[src/rtl/flashctl_pkg.sv]
`timescale 1ns/1ps
package flashctl_pkg;
  localparam int B_CFG   = 6;
  localparam int B_ERASE = 4;
  localparam int B_ERR   = 3;
  localparam int B_WEN   = 2;
  localparam int B_GO    = 1;
  localparam logic [7:0] IMPL_MASK = 8'b0101_1110;

  typedef enum logic {MODE_WRITE = 1'b0, MODE_ERASE = 1'b1} op_mode_e;

  function automatic logic [7:0] pack_reg(input logic cfg, input logic erase,
                                          input logic err, input logic wen,
                                          input logic go);
    logic [7:0] r;
    r = 8'h00;
    r[B_CFG]   = cfg;
    r[B_ERASE] = erase;
    r[B_ERR]   = err;
    r[B_WEN]   = wen;
    r[B_GO]    = go;
    return r;
  endfunction

  function automatic logic wants_launch(input logic we, input logic go_bit,
                                        input logic wen_bit, input logic busy);
    return we & go_bit & wen_bit & ~busy;
  endfunction

  function automatic logic wants_improper(input logic we, input logic go_bit,
                                          input logic wen_bit, input logic busy);
    return we & go_bit & ~wen_bit & ~busy;
  endfunction
endpackage

[src/rtl/fc_cycle_timer.sv]
`timescale 1ns/1ps
module fc_cycle_timer
  import flashctl_pkg::*;
#(
  parameter int CYCLE_LEN = 8,
  localparam int CNT_W = (CYCLE_LEN > 1) ? $clog2(CYCLE_LEN) : 1
) (
  input  logic clk,
  input  logic por_n,
  input  logic wrst_n,
  input  logic launch,
  input  logic launch_erase,
  output logic active,
  output logic done,
  output logic erase_stb,
  output logic write_stb
);
  logic [CNT_W-1:0] cnt_q;
  op_mode_e         mode_q;

  always_ff @(posedge clk or negedge por_n) begin
    if (!por_n) begin
      active <= 1'b0;
      cnt_q  <= '0;
      mode_q <= MODE_WRITE;
    end else if (!wrst_n) begin
      active <= 1'b0;
      cnt_q  <= '0;
    end else if (launch) begin
      active <= 1'b1;
      cnt_q  <= CNT_W'(CYCLE_LEN - 1);
      mode_q <= launch_erase ? MODE_ERASE : MODE_WRITE;
    end else if (active) begin
      if (cnt_q == '0) active <= 1'b0;
      else             cnt_q  <= cnt_q - 1'b1;
    end
  end

  assign done      = active & (cnt_q == '0) & wrst_n;
  assign erase_stb = active & (mode_q == MODE_ERASE);
  assign write_stb = active & (mode_q == MODE_WRITE);
endmodule

[src/rtl/fc_ctrl_bits.sv]
`timescale 1ns/1ps
module fc_ctrl_bits (
  input  logic clk,
  input  logic por_n,
  input  logic wrst_n,
  input  logic we,
  input  logic wd_cfg,
  input  logic wd_erase,
  input  logic wd_err,
  input  logic wd_wen,
  input  logic busy,
  input  logic done,
  input  logic done_erase,
  input  logic improper,
  output logic cfg_q,
  output logic erase_q,
  output logic err_q,
  output logic wen_q
);
  always_ff @(posedge clk or negedge por_n) begin
    if (!por_n) begin
      cfg_q   <= 1'b0;
      erase_q <= 1'b0;
      err_q   <= 1'b0;
      wen_q   <= 1'b0;
    end else if (!wrst_n) begin
      erase_q <= 1'b0;
      wen_q   <= 1'b0;
      if (busy) err_q <= 1'b1;
    end else begin
      if (we) begin
        wen_q <= wd_wen;
        err_q <= wd_err;
        if (!busy) begin
          cfg_q   <= wd_cfg;
          erase_q <= wd_erase;
        end
      end
      if (done) begin
        err_q <= 1'b0;
        if (done_erase) erase_q <= 1'b0;
      end
      if (improper) err_q <= 1'b1;
    end
  end
endmodule

[src/rtl/flash_seq_ctrl.sv]
`timescale 1ns/1ps
module flash_seq_ctrl
  import flashctl_pkg::*;
#(
  parameter int CYCLE_LEN = 8
) (
  input  logic       clk,
  input  logic       por_n,
  input  logic       wrst_n,
  input  logic       reg_we,
  input  logic [7:0] reg_wdata,
  output logic [7:0] reg_rdata,
  output logic       busy,
  output logic       erase_stb,
  output logic       write_stb,
  output logic       cfg_space
);
  logic launch, improper, cyc_done;
  logic erase_q, err_q, wen_q;
  logic unused_wbits;

  assign unused_wbits = ^{reg_wdata[7], reg_wdata[5], reg_wdata[0]};

  assign launch   = wrst_n & wants_launch(reg_we, reg_wdata[B_GO], reg_wdata[B_WEN], busy);
  assign improper = wrst_n & wants_improper(reg_we, reg_wdata[B_GO], reg_wdata[B_WEN], busy);

  fc_cycle_timer #(.CYCLE_LEN(CYCLE_LEN)) u_timer (
    .clk          (clk),
    .por_n        (por_n),
    .wrst_n       (wrst_n),
    .launch       (launch),
    .launch_erase (reg_wdata[B_ERASE]),
    .active       (busy),
    .done         (cyc_done),
    .erase_stb    (erase_stb),
    .write_stb    (write_stb)
  );

  fc_ctrl_bits u_bits (
    .clk        (clk),
    .por_n      (por_n),
    .wrst_n     (wrst_n),
    .we         (reg_we),
    .wd_cfg     (reg_wdata[B_CFG]),
    .wd_erase   (reg_wdata[B_ERASE]),
    .wd_err     (reg_wdata[B_ERR]),
    .wd_wen     (reg_wdata[B_WEN]),
    .busy       (busy),
    .done       (cyc_done),
    .done_erase (erase_stb),
    .improper   (improper),
    .cfg_q      (cfg_space),
    .erase_q    (erase_q),
    .err_q      (err_q),
    .wen_q      (wen_q)
  );

  assign reg_rdata = pack_reg(cfg_space, erase_q, err_q, wen_q, busy);
endmodule


[config.mk]
export PLATFORM = sky130hd
export DESIGN_NAME = flash_seq_ctrl
export DESIGN_NICKNAME = d
export VERILOG_FILES = /design/src/rtl/flashctl_pkg.sv /design/src/rtl/fc_cycle_timer.sv /design/src/rtl/fc_ctrl_bits.sv /design/src/rtl/flash_seq_ctrl.sv
export SDC_FILE = /design/constraint.sdc
export NUM_CORES = 1
export LEC_CHECK = 0
export BUFFER_PORTS_ARGS = -buffer_cell sky130_fd_sc_hd__buf_2
export CORE_AREA = 2 2 39 41
export CTS_CLUSTER_DIAMETER = 40
export DETAILED_ROUTE_END_ITERATION = 16
export DIE_AREA = 0 0 41 43
export PLACE_DENSITY = 0.79
export SYNTH_ARGS = -nofsm -noshare
export SYNTH_HDL_FRONTEND = slang
export SYNTH_HIERARCHICAL = 1
export SYNTH_SLANG_ARGS = --single-unit
[constraint.sdc]
create_clock -name clk -period 1.7 [get_ports clk]
set_input_delay 0.255 -clock clk [delete_from_list [all_inputs] [get_ports clk]]
set_output_delay 0.255 -clock clk [all_outputs]
set_load 0.005 [all_outputs]
Word-level counts from Yosys, hierarchy flattened
Index checks and enable logic that the tools add are counted.
- memories: 0
- memory bits (read-only): 0
- RAM bits: 0
- bits in latches: 0
- flip-flop bits (word level): 9
- reductions and logical operators: 6
- equal/unequal tests: 4
- $add $sub $neg: 1
- $lt $le $gt $ge: 0
- bitwise gates (word level): 14
- div/mod/pow operators: 0
- shifts and indexed selects: 0
- multiply operators: 0
- muxes and demuxes: 21
- operator list (cell ; number):
    1-bit two-way mux ; 17
    3-bit two-way mux ; 4
    1-bit AND ; 11
    2-bit AND reduction ; 3
    4-bit by 1-bit inequality test with 1-bit output (second input constant) ; 1
    3-bit logical NOT ; 1
    3-bit by 1-bit inequality test with 1-bit output (second input constant) ; 1
    3-bit inequality test (second input constant) ; 1
    1-bit inverter ; 3
    3-bit AND reduction ; 1
    3-bit by 1-bit subtractor with 3-bit output (second input constant) ; 1
    2-bit by 1-bit inequality test with 1-bit output (second input constant) ; 1
    2-bit nonzero test ; 1

Longest topological paths before layout
Gate-level depths: netlist of run 1.
- word-level depth: 6
- depth in mapped cells: 7

Hierarchy
Netlist of run 1, hierarchy kept.
- modules (own cells, without submodules) (module ; instances ; cells each ; seq. area each (sq um) ; area each (sq um)):
    fc_cycle_timer ; 1 ; 27 ; 125.1 ; 290.3
    fc_ctrl_bits ; 1 ; 18 ; 100.1 ; 203.9
    flash_seq_ctrl ; 1 ; 13 ; 0.0 ; 83.8

Worst setup path after synthesis of run 1
No wires, ideal clock.
- path type: flip-flop to flip-flop
- start: register u_timer.active
- end: register u_timer.mode_q
- data required time: 1.575 ns
- path buffers: 0
- clock period less this slack: 1.415 ns
- stages on the path, launching flop included: 5
- setup time: 0.125 ns
- setup slack: 0.285 ns
- data arrival time: 1.290 ns
- cell sequence: dfrtp_1 nand4b_1 nor2_1 nand2_1 mux2_2
- longest elaborated chain between the ends: 4
- RTL lines (item ; line ; source):
    from (decl) ; fc_cycle_timer.sv:13 ; output logic active,
    from (signal assigned) ; fc_cycle_timer.sv:23 ; active <= 1'b0;
    from (signal assigned) ; fc_cycle_timer.sv:27 ; active <= 1'b0;
    from (signal assigned) ; fc_cycle_timer.sv:30 ; active <= 1'b1;
    1-bit inverter (no source line) ; n/a ;
    1-bit AND ; flashctl_pkg.sv:27 ; return we & go_bit & wen_bit & ~busy;
    1-bit AND ; flash_seq_ctrl.sv:24 ; assign launch = wrst_n & wants_launch(reg_we, reg_wdata[B_GO], reg_wdata[B_WEN], busy);
    named net launch ; flash_seq_ctrl.sv:18 ; logic launch, improper, cyc_done;
    2-bit AND reduction (no source line) ; n/a ;
    to (signal assigned) ; fc_cycle_timer.sv:32 ; mode_q <= launch_erase ? MODE_ERASE : MODE_WRITE;
    to (decl) ; fc_cycle_timer.sv:19 ; op_mode_e mode_q;
The timed path passes the listed nets, and every way through them passes these cells.
A chain may end at the register's enable or synchronous reset.

Worst setup path in the final report of run 1
- start: register u_timer.active
- end: output erase_stb
- longest elaborated chain between the ends: 1
- RTL lines (item ; line ; source):
    1-bit AND ; fc_cycle_timer.sv:40 ; assign erase_stb = active & (mode_q == MODE_ERASE);
    to (decl) ; flash_seq_ctrl.sv:14 ; output logic erase_stb,
Every way passes these cells.

==> flow_metrics.py, run 1 <==
metrics = {
    "worst_setup_path": {
        "path_delay_family": "flip-flops",
        "worstPathBufferInverterCount": 2,
        "cpMaxStageDelayCell": "dfrtp_1",
        "critPathMaxStageDelay_ps": 370,
        "cp_max_fo": 13,
        "critical_path_class": "reg -> out",
        "endpoint_kind": "output pin",
        "crit_chain": "buf_4 -> and2_1 -> buf_2",
        "crit_required_ps": 1440,
        "arrival_ps": 1120,
        "startpoint_type": "register",
    },
    "cells_and_area": {
        "insertedDiodeCount": 0,
        "nets": 92,
        "area_delta_synth_final_pct": 19.3,
        "stdcell_count": 93,
        "drive_gt1_frac": 0.377,
        "fill_cells": 138,
    },
    "clocking": {
        "cts_root_buf": "clkbuf_4",
        "cts_tree": "built",
        "clk_pin_slew_ps": 60,
        "cts_sinks": 9,
        "cts_buffers": 3,
        "cts_setup_buffers": 0,
        "cts_max_level": 1,
        "clk_latency_ps": 260,
        "clockBufferDepth": 2,
    },
    "drt": {
        "first_pass_iters": 4,
        "vias_per_cell": 5.10,
        "wl_um": 1170,
        "vias": 474,
        "avgRoutedWirePerCell_um": 12.6,
        "drtAntennaViolNets": 0,
        "dr.first_iter.drc_count": 16,
        "drcViolationCount": 0,
    },
    "logic_synthesis": {
        "synth_edf_count": 0,
        "netlist.area_leader.share": 0.390,
        "synth_cells": 58,
        "yosys-mux-area-fraction": 0.0996,
        "synth-compound-area-share": 0.0887,
        "synth-xor-area-share": 0,
        "synth_area_leaders": "dfrtp_1 (39%), buf_4 (10%), ha_1 (4.3%), mux2i_1 (3.5%), nand2_1 (3.2%)",
        "synthesis.area_um2": 578,
        "yosysMostFrequentCell": "dfrtp_1",
        "ys_warn_count": 6,
        "synthTopCellsByCount": "dfrtp_1 (9), buf_4 (8), nand2_1 (5), inv_1 (4), nor2_1 (4)",
        "avgSynthCellArea_um2": 9.97,
        "netlist.top_cell.by_area": "dfrtp_1",
        "synth_fa_ha_area_frac": 0.0433,
        "yosysSeqAreaShare": 0.390,
        "synth_simple_gate_area_frac": 0.242,
        "synth_cell_types": 26,
        "async_reset_ff_frac": 1.00,
        "synth_top_family_by_area": "simple AND/OR/NAND/NOR gates",
        "synth_seq_cells": 9,
        "synth_flop_cell": "dfrtp_1",
    },
    "die": {
        "die_h_um": 43,
        "die_w_um": 41,
        "rows": 14,
        "dieArea_um2": 1760,
        "io_pins": 24,
        "start_util": 0.418,
        "core_area_um2": 1380,
    },
    "global_routing": {
        "grt_pass1_wl_um": 1840,
        "grt_pass1_vias": 448,
        "grt_max_degree": 14,
        "grt_overflow": 0,
        "antenna_found_initial": 0,
        "grt_use_total": 0.158,
    },
    "placement": {
        "place_congestion": 0.750,
        "dp_worst_setup_slack_ps": 376,
        "portBuffers": 17,
        "dp_cells": 88,
    },
    "timing": {
        "rsz0062_at_grt": "false",
        "finalSetupViolCount": 0,
        "fin_crit_ps": 1370,
        "fin_ws_ps": 330,
        "drv_slew": 0,
        "hold_viol": 0,
        "fin_skew_ps": 0.569,
        "fmax_mhz": 730,
        "period_share": 0.806,
        "setup-tns-final_ps": 0,
    },
    "power_and_ir_drop": {
        "total_power_mw": 0.504,
        "p_per_area_nw_per_um2": 731,
        "ir_drop_uv": 300,
        "leakagePower_nw": 0.355,
    },
    "outcome": {
        "status": "finished clean",
    },
    "hold_path": {
        "hold_path_class": "in -> reg",
    },
    "run": {
        "max-cap-violations": 0,
    },
}
==> kinds of logic after synthesis <==
kind of cell	count (synthesis)
compound gates	6
fa+ha+maj	2
buf+inv	12
flops	9
mux	5
other cells	1
simple gates	23
==> routing by layer <==
metal	part of all wire	up-vias	global-route usage	routed length, µm
met4	0.015	0	0.0800	18
met3	0.073	6	0.0471	85
met2	0.48	26	0.256	560
met5	0	-	0	0
met1	0.43	217	0.175	505
li1	-	225	-	-
==> registers in the layout, summed over array words and instances, names as in the netlist <==
signal and count:
u_bits/err_q 1, u_bits/wen_q 1, u_timer/active 1, u_bits/erase_q 1
u_timer/mode_q 1, u_timer/cnt_q 3, u_bits/cfg_q 1
==> cell usage in the layout, fill, tap and decap left out, types with 2 or more instances in the layout <==
| cell | count |
|---|---|
| conb_1 | 3 |
| nor3_1 | 2 |
| nand4b_1 | 2 |
| nor2_1 | 4 |
| buf_2 | 17 |
| nand2_1 | 5 |
| nor2b_1 | 2 |
| dfrtp_1 | 9 |
| and2_1 | 2 |
| buf_4 | 3 |
| mux2i_1 | 2 |
| ha_1 | 2 |
| a21oi_2 | 2 |
| inv_1 | 4 |
| clkbuf_4 | 3 |
==> per-stage QoR <==
| stage | util | instance area [µm²] | hold WS [ps] |
|---|---|---|---|
| after global placement | 0.472 | 653 | 119 |
| after global routing | 0.498 | 689 | 213 |
| after detailed placement | 0.472 | 653 | 123 |
| after floorplan | - | 586 | -40.6 |
| final | 0.498 | 689 | 210 |
| after CTS | 0.498 | 689 | 204 |
==> final timing paths <==
kind / slack (ps) / cells past startpoint / startpoint / endpoint
min in group asynchronous: 380 / 2 / por_n / u_bits/wen_q
setup reg to reg: 340 / 5 / u_timer/cnt_q[0] / u_timer/cnt_q[1]
hold / removal: 210 / 2 / reg_wdata[6] / u_bits/cfg_q
max in group asynchronous: 1140 / 2 / por_n / u_bits/erase_q
hold reg to reg: 510 / 1 / u_bits/cfg_q / u_bits/cfg_q
setup / recovery: 330 / 3 / u_timer/active / erase_stb
==> report_power, final <==
part / switching [mW] / internal [mW]
logic: 0.0462 / 0.0504
registers: 0.0106 / 0.233
clock network: 0.0740 / 0.0904
==> area by class of cell <==
class	count	area, µm²	share of cell area
clock buffers	4	26.3	0.0381
inverters	4	15.0	0.0218
multi-input cells	39	285	0.414
flip-flops and latches	9	225	0.327
well taps	16	20.0	0.0290
repair buffers	21	118	0.171
==> timing repair <==
action,CTS,global route
resized for setup,0,0
hold endpoints to repair,9,0
hold buffers,1,0
No activity file was read; power rests on OpenSTA's default activity.
==> inputs of run 2 (changes only) <==
- CORE_AREA: 2 2 39 41 -> 2 2 42 44
- DIE_AREA: 0 0 41 43 -> 0 0 44 46
- PLACE_DENSITY: 0.79 -> 0.73
- clock period: 1.7 -> 1.25 ns (I/O delays scaled with it)
==> run 2 against run 1 <==
- the run now ends with setup timing left
- design area is 25% higher
- routed wire length is 11% higher
- sequential power is 39% higher
- utilization is 3.4 points higher
- highest routed layer unchanged
==> flow_metrics.py, run 2 (synthesized netlist as in run 1, its figures left out) <==
metrics = {
    "outcome": {
        "status": "finished, violations left",
        "violations": "setup timing",
    },
    "die": {
        "die_w_um": 44,
        "rows": 15,
        "dieArea_um2": 2020,
        "start_util": 0.358,
        "core_area_um2": 1610,
        "die_h_um": 46,
        "io_pins": 24,
    },
    "worst_setup_path": {
        "path_delay_family": "simple AND/OR/NAND/NOR gates",
        "arrival_ps": 1460,
        "crit_chain": "nand4b_1 -> nor2_4 -> nand2_1 -> mux2_2",
        "crit_required_ps": 1390,
        "r2r_cells": 4,
        "cp_max_fo": 5,
        "startpoint_type": "register",
        "worstPathBufferInverterCount": 0,
        "critPathMaxStageDelay_ps": 410,
        "crit_cells": 4,
        "cpMaxStageDelayCell": "dfrtp_2",
        "endpoint_kind": "register",
        "critical_path_class": "reg -> reg",
    },
    "global_routing": {
        "grt_use_total": 0.154,
        "grt_pass1_vias": 497,
        "antenna_found_initial": 0,
        "grt_overflow": 0,
        "grt_max_degree": 12,
        "grt_pass1_wl_um": 2150,
    },
    "timing": {
        "drv_slew": 0,
        "fmax_mhz": 759,
        "period_share": 1.05,
        "fin_skew_ps": 7.76,
        "fin_ws_ps": -67.0,
        "hold_viol": 0,
        "finalSetupViolCount": 4,
        "fin_crit_ps": 1320,
        "rsz0062_at_grt": "true",
        "setup-tns-final_ps": -132,
    },
    "cells_and_area": {
        "fill_cells": 158,
        "stdcell_count": 103,
        "insertedDiodeCount": 0,
        "final_cell_mix": "buf_2 (14), buf_4 (8), dfrtp_1 (8)",
        "multi_input_area_um2": 352,
        "drive_gt1_frac": 0.605,
        "fin_util": 0.533,
        "max_flop_register": "u_timer/cnt_q",
        "largest_reg_flops": 3,
        "area_delta_synth_final_pct": 48.7,
        "nets": 101,
        "final_common_cell": "buf_2",
        "seq_area_um2": 226,
    },
    "drt": {
        "dr.first_iter.drc_count": 3,
        "avgRoutedWirePerCell_um": 12.7,
        "vias_per_cell": 4.80,
        "routed.top_layer": "met4",
        "drcViolationCount": 0,
        "vias": 494,
        "m1WireLength_um": 531,
        "route.met3.wl_um": 102,
        "first_pass_iters": 3,
        "wl_met2_um": 663,
        "drtAntennaViolNets": 0,
        "wl_um": 1300,
    },
    "power_and_ir_drop": {
        "pwr-share-comb": 0.233,
        "total_power_mw": 0.735,
        "clkPwrFrac": 0.308,
        "intPower_mw": 0.536,
        "ir_drop_uv": 629,
        "switching_share": 0.271,
        "p_seq_frac": 0.459,
        "p_sw_mw": 0.199,
        "p_per_area_nw_per_um2": 856,
        "leakagePower_nw": 0.416,
    },
    "placement": {
        "place_congestion": 0.758,
        "portBuffers": 17,
        "dp_cells": 94,
        "dp_hpwl_um": 833,
    },
    "hold_path": {
        "whs_path_depth": 2,
        "hold_path_class": "in -> reg",
    },
    "clocking": {
        "cts_tree": "built",
        "cts_buffers": 3,
        "cts_root_buf": "clkbuf_4",
        "cts_max_level": 1,
        "clockBufferDepth": 2,
        "clk_latency_ps": 260,
        "clk_pin_slew_ps": 60,
        "cts_sinks": 9,
    },
    "run": {
        "max-cap-violations": 0,
    },
}
## run 2: per-layer routing
layer  vias up  track usage
met5         -            0
met4         0       0.0424
met3         3       0.0833
met2        19        0.265
met1       230        0.164
li1        242            -
## run 2: worst paths after layout
| path | from | to | slack (ps) |
|---|---|---|---|
| worst max-delay path | u_timer/active | u_timer/mode_q | -70 |
| max in group asynchronous | por_n | u_timer/active | 750 |
| worst min-delay path | reg_wdata[6] | u_bits/cfg_q | 170 |
| min in group asynchronous | por_n | u_bits/cfg_q | 300 |
| worst max register to register | u_timer/active | u_timer/mode_q | -70 |
| worst min register to register | u_bits/err_q | u_bits/err_q | 540 |
## run 2: area by class of cell
cell class | count | area share
clock buffer | 4 | 0.0306
inverter | 4 | 0.0175
multi-input combinational | 39 | 0.409
sequential | 9 | 0.263
tap | 17 | 0.0247
timing repair buffer | 30 | 0.255
## run 2: through the flow
stage	instance area, µm²	hold slack (ps)	worst slack (ps)
after CTS	802	137	-76.2
after floorplan	589	-108	-89.2
after global routing	860	152	-147
after detailed placement	696	55.5	-68.3
final	860	170	-67.0
after global placement	696	57.3	-34.9
## run 2: power by group through the flow
stage | Clock [mW] | Sequential (mW) | Combinational (mW)
finish | 0.227 | 0.338 | 0.171
global route | 0.263 | 0.341 | 0.189
CTS | 0.239 | 0.333 | 0.155
detailed placement | 0 | 0.337 | 0.139
global placement | 0 | 0.335 | 0.136
floorplan | 0 | 0.337 | 0.0935
## run 2: what timing repair did
| action | in CTS | in global routing |
|---|---|---|
| cloned | 0 | 0 |
| pin swaps | 2 | 5 |
| hold endpoints to repair | 9 | 0 |
| endpoints found under the setup margin | 6 | 11 |
| buffers inserted | 5 | 0 |
| resized for setup | 9 | 14 |
| hold buffers | 1 | 0 |
==> inputs of run 3 (changes only) <==
- ABC_AREA: default -> 1
- PLACE_DENSITY: 0.73 -> 0.75
- clock period: 1.25 -> 1.1 ns (I/O delays scaled with it)
==> run 3 against run 2 <==
- the flow still finishes with violations (setup timing)
- non-clock buffer count is 7 higher
- cell count grew 34%
- area after synthesis up 5.0%
- highest routed layer unchanged
==> flow_metrics.py, run 3 <==
metrics = {
    "worst_setup_path": {
        "cpMaxStageDelayCell": "dfrtp_1",
        "crit_required_ps": 1260,
        "cp_max_fo": 2,
        "arrival_ps": 1400,
        "critPathMaxStageDelay_ps": 390,
        "worstPathBufferInverterCount": 4,
        "crit_chain": "inv_2 -> buf_4 -> buf_6 -> ha_4 -> inv_1 -> nand2_1 -> nand3_2 -> nand3_2 -> nand2_2",
        "cp_common_cell": "nand3_2",
        "startpoint_type": "register",
        "critical_path_class": "reg -> reg",
        "path_delay_family": "flip-flops",
        "endpoint_kind": "register",
    },
    "outcome": {
        "status": "finished, violations left",
        "violations": "setup timing",
    },
    "global_routing": {
        "grt_overflow": 0,
        "grt_use_total": 0.177,
        "grt_pass1_wl_um": 2590,
        "grt_pass1_vias": 617,
        "grt_max_degree": 10,
        "antenna_found_initial": 0,
    },
    "die": {
        "die_h_um": 46,
        "die_w_um": 44,
        "dieArea_um2": 2020,
        "rows": 15,
        "io_pins": 24,
        "start_util": 0.376,
        "core_area_um2": 1610,
    },
    "logic_synthesis": {
        "yosysSeqAreaShare": 0.371,
        "synth_cells": 86,
        "synth_cell_types": 16,
        "synthTopCellsByCount": "nand2_1 (22), inv_1 (13), dfrtp_1 (9), nand3_1 (9), buf_4 (8)",
        "synth_seq_cells": 9,
        "async_reset_ff_frac": 1.00,
        "synth_edf_count": 0,
        "netlist.area_leader.share": 0.371,
        "netlist.top_cell.by_area": "dfrtp_1",
        "avgSynthCellArea_um2": 7.06,
        "ys_warn_count": 6,
        "synth_area_leaders": "dfrtp_1 (37%), nand2_1 (14%), buf_4 (9.9%), inv_1 (8.0%), nand3_1 (7.4%)",
        "synth_flop_cell": "dfrtp_1",
        "yosysMostFrequentCell": "nand2_1",
        "synthesis.area_um2": 607,
    },
    "drt": {
        "wl_um": 1620,
        "vias_per_cell": 4.66,
        "dr.first_iter.drc_count": 14,
        "drtAntennaViolNets": 0,
        "drcViolationCount": 0,
        "first_pass_iters": 4,
        "avgRoutedWirePerCell_um": 11.7,
        "vias": 643,
    },
    "timing": {
        "fin_crit_ps": 1240,
        "setup-tns-final_ps": -844,
        "period_share": 1.13,
        "rsz0062_at_grt": "true",
        "drv_slew": 0,
        "fmax_mhz": 806,
        "fin_ws_ps": -141,
        "fin_skew_ps": 2.92,
        "finalSetupViolCount": 11,
        "hold_viol": 0,
    },
    "placement": {
        "dpl_cell_area_um2": 748,
        "dp_worst_setup_slack_ps": -167,
        "place_congestion": 0.817,
        "dp_hpwl_um": 1060,
        "portBuffers": 17,
    },
    "cells_and_area": {
        "drive_gt1_frac": 0.579,
        "area_delta_synth_final_pct": 66.4,
        "max_flop_register": "u_timer/cnt_q",
        "final_cell_mix": "buf_2 (15), nand2_1 (15), buf_4 (12)",
        "nets": 136,
        "fin_util": 0.626,
        "fill_cells": 137,
        "largest_reg_flops": 3,
        "fin_area_um2": 1010,
        "insertedDiodeCount": 0,
    },
    "power_and_ir_drop": {
        "p_per_area_nw_per_um2": 892,
        "total_power_mw": 0.901,
        "ir_drop_uv": 570,
        "leakagePower_nw": 0.547,
    },
    "clocking": {
        "cts_tree": "built",
        "clockBufferDepth": 2,
        "clk_latency_ps": 260,
        "clk_pin_slew_ps": 60,
        "cts_buffers": 3,
        "cts_sinks": 9,
        "cts_max_level": 1,
        "cts_root_buf": "clkbuf_4",
    },
    "run": {
        "max-cap-violations": 0,
    },
    "hold_path": {
        "hold_path_class": "in -> reg",
    },
}
-- run 3: worst paths after layout --
check,start,to,slack [ps],cells after the start
max reg2reg,u_timer/cnt_q[1],u_timer/cnt_q[2],-140,9
min in group asynchronous,por_n,u_timer/mode_q,280,2
min,reg_we,u_bits/wen_q,140,2
min reg2reg,u_bits/err_q,u_bits/err_q,470,2
max,u_timer/cnt_q[1],u_timer/cnt_q[2],-140,9
max in group asynchronous,por_n,u_bits/cfg_q,630,2
-- run 3: metal layers --
| layer | global-route usage | wire, µm | vias up | share of wire |
|---|---|---|---|---|
| li1 | - | - | 327 | - |
| met4 | 0.0727 | 17 | 0 | 0.011 |
| met3 | 0.0238 | 72 | 2 | 0.045 |
| met2 | 0.318 | 906 | 20 | 0.56 |
| met5 | 0 | 0 | - | 0 |
| met1 | 0.211 | 618 | 294 | 0.38 |
-- run 3: timing repair --
action | CTS | global route
pin swaps | 7 | 13
endpoints found under the setup margin | 9 | 12
hold buffers | 1 | 0
hold endpoints to repair | 9 | 0
setup buffers | 5 | 4
gates resized for setup | 18 | 26
-- run 3: cell type report --
cell class,instances,area [µm²],area share
flip-flops and latches,9,225,0.223
well taps,17,21.3,0.0211
inverters,15,61.3,0.0607
repair buffers,37,277,0.274
clock buffers,4,26.3,0.0260
multi-input cells,56,399,0.395
-- run 3: kinds of logic (layout without fill, tap and decap cells) --
group,after synthesis,after routing,synth area share
and+or+nand+nor,42,42,0.309
buffers and inverters,23,56,0.192
AOI/OAI and AO/OA,9,9,0.0804
DFF,9,9,0.371
adders and majority gates,2,2,0.0412
other,1,3,0.00618
-- run 3: through the flow --
stage                     hold WS [ps]  instances
after detailed placement          31.5        125
final                              139        138
after floorplan                   -131         88
after global routing               156        138
after CTS                          126        135
after global placement            30.5        125
-- run 3: power by group --
| group | switching, mW | total [mW] | internal, mW |
|---|---|---|---|
| logic | 0.133 | 0.259 | 0.126 |
| registers | 0.0211 | 0.381 | 0.360 |
| clock network | 0.121 | 0.261 | 0.140 |
| total | 0.275 | 0.901 | 0.626 |
-- run 3: worst register-to-register path, stage by stage (launching register included) --
cell and delay (ps):
dfrtp_1 390, inv_2 90, buf_4 110, buf_6 90, ha_4 130, inv_1 40
nand2_1 60, nand3_2 70, nand3_2 90, nand2_2 60
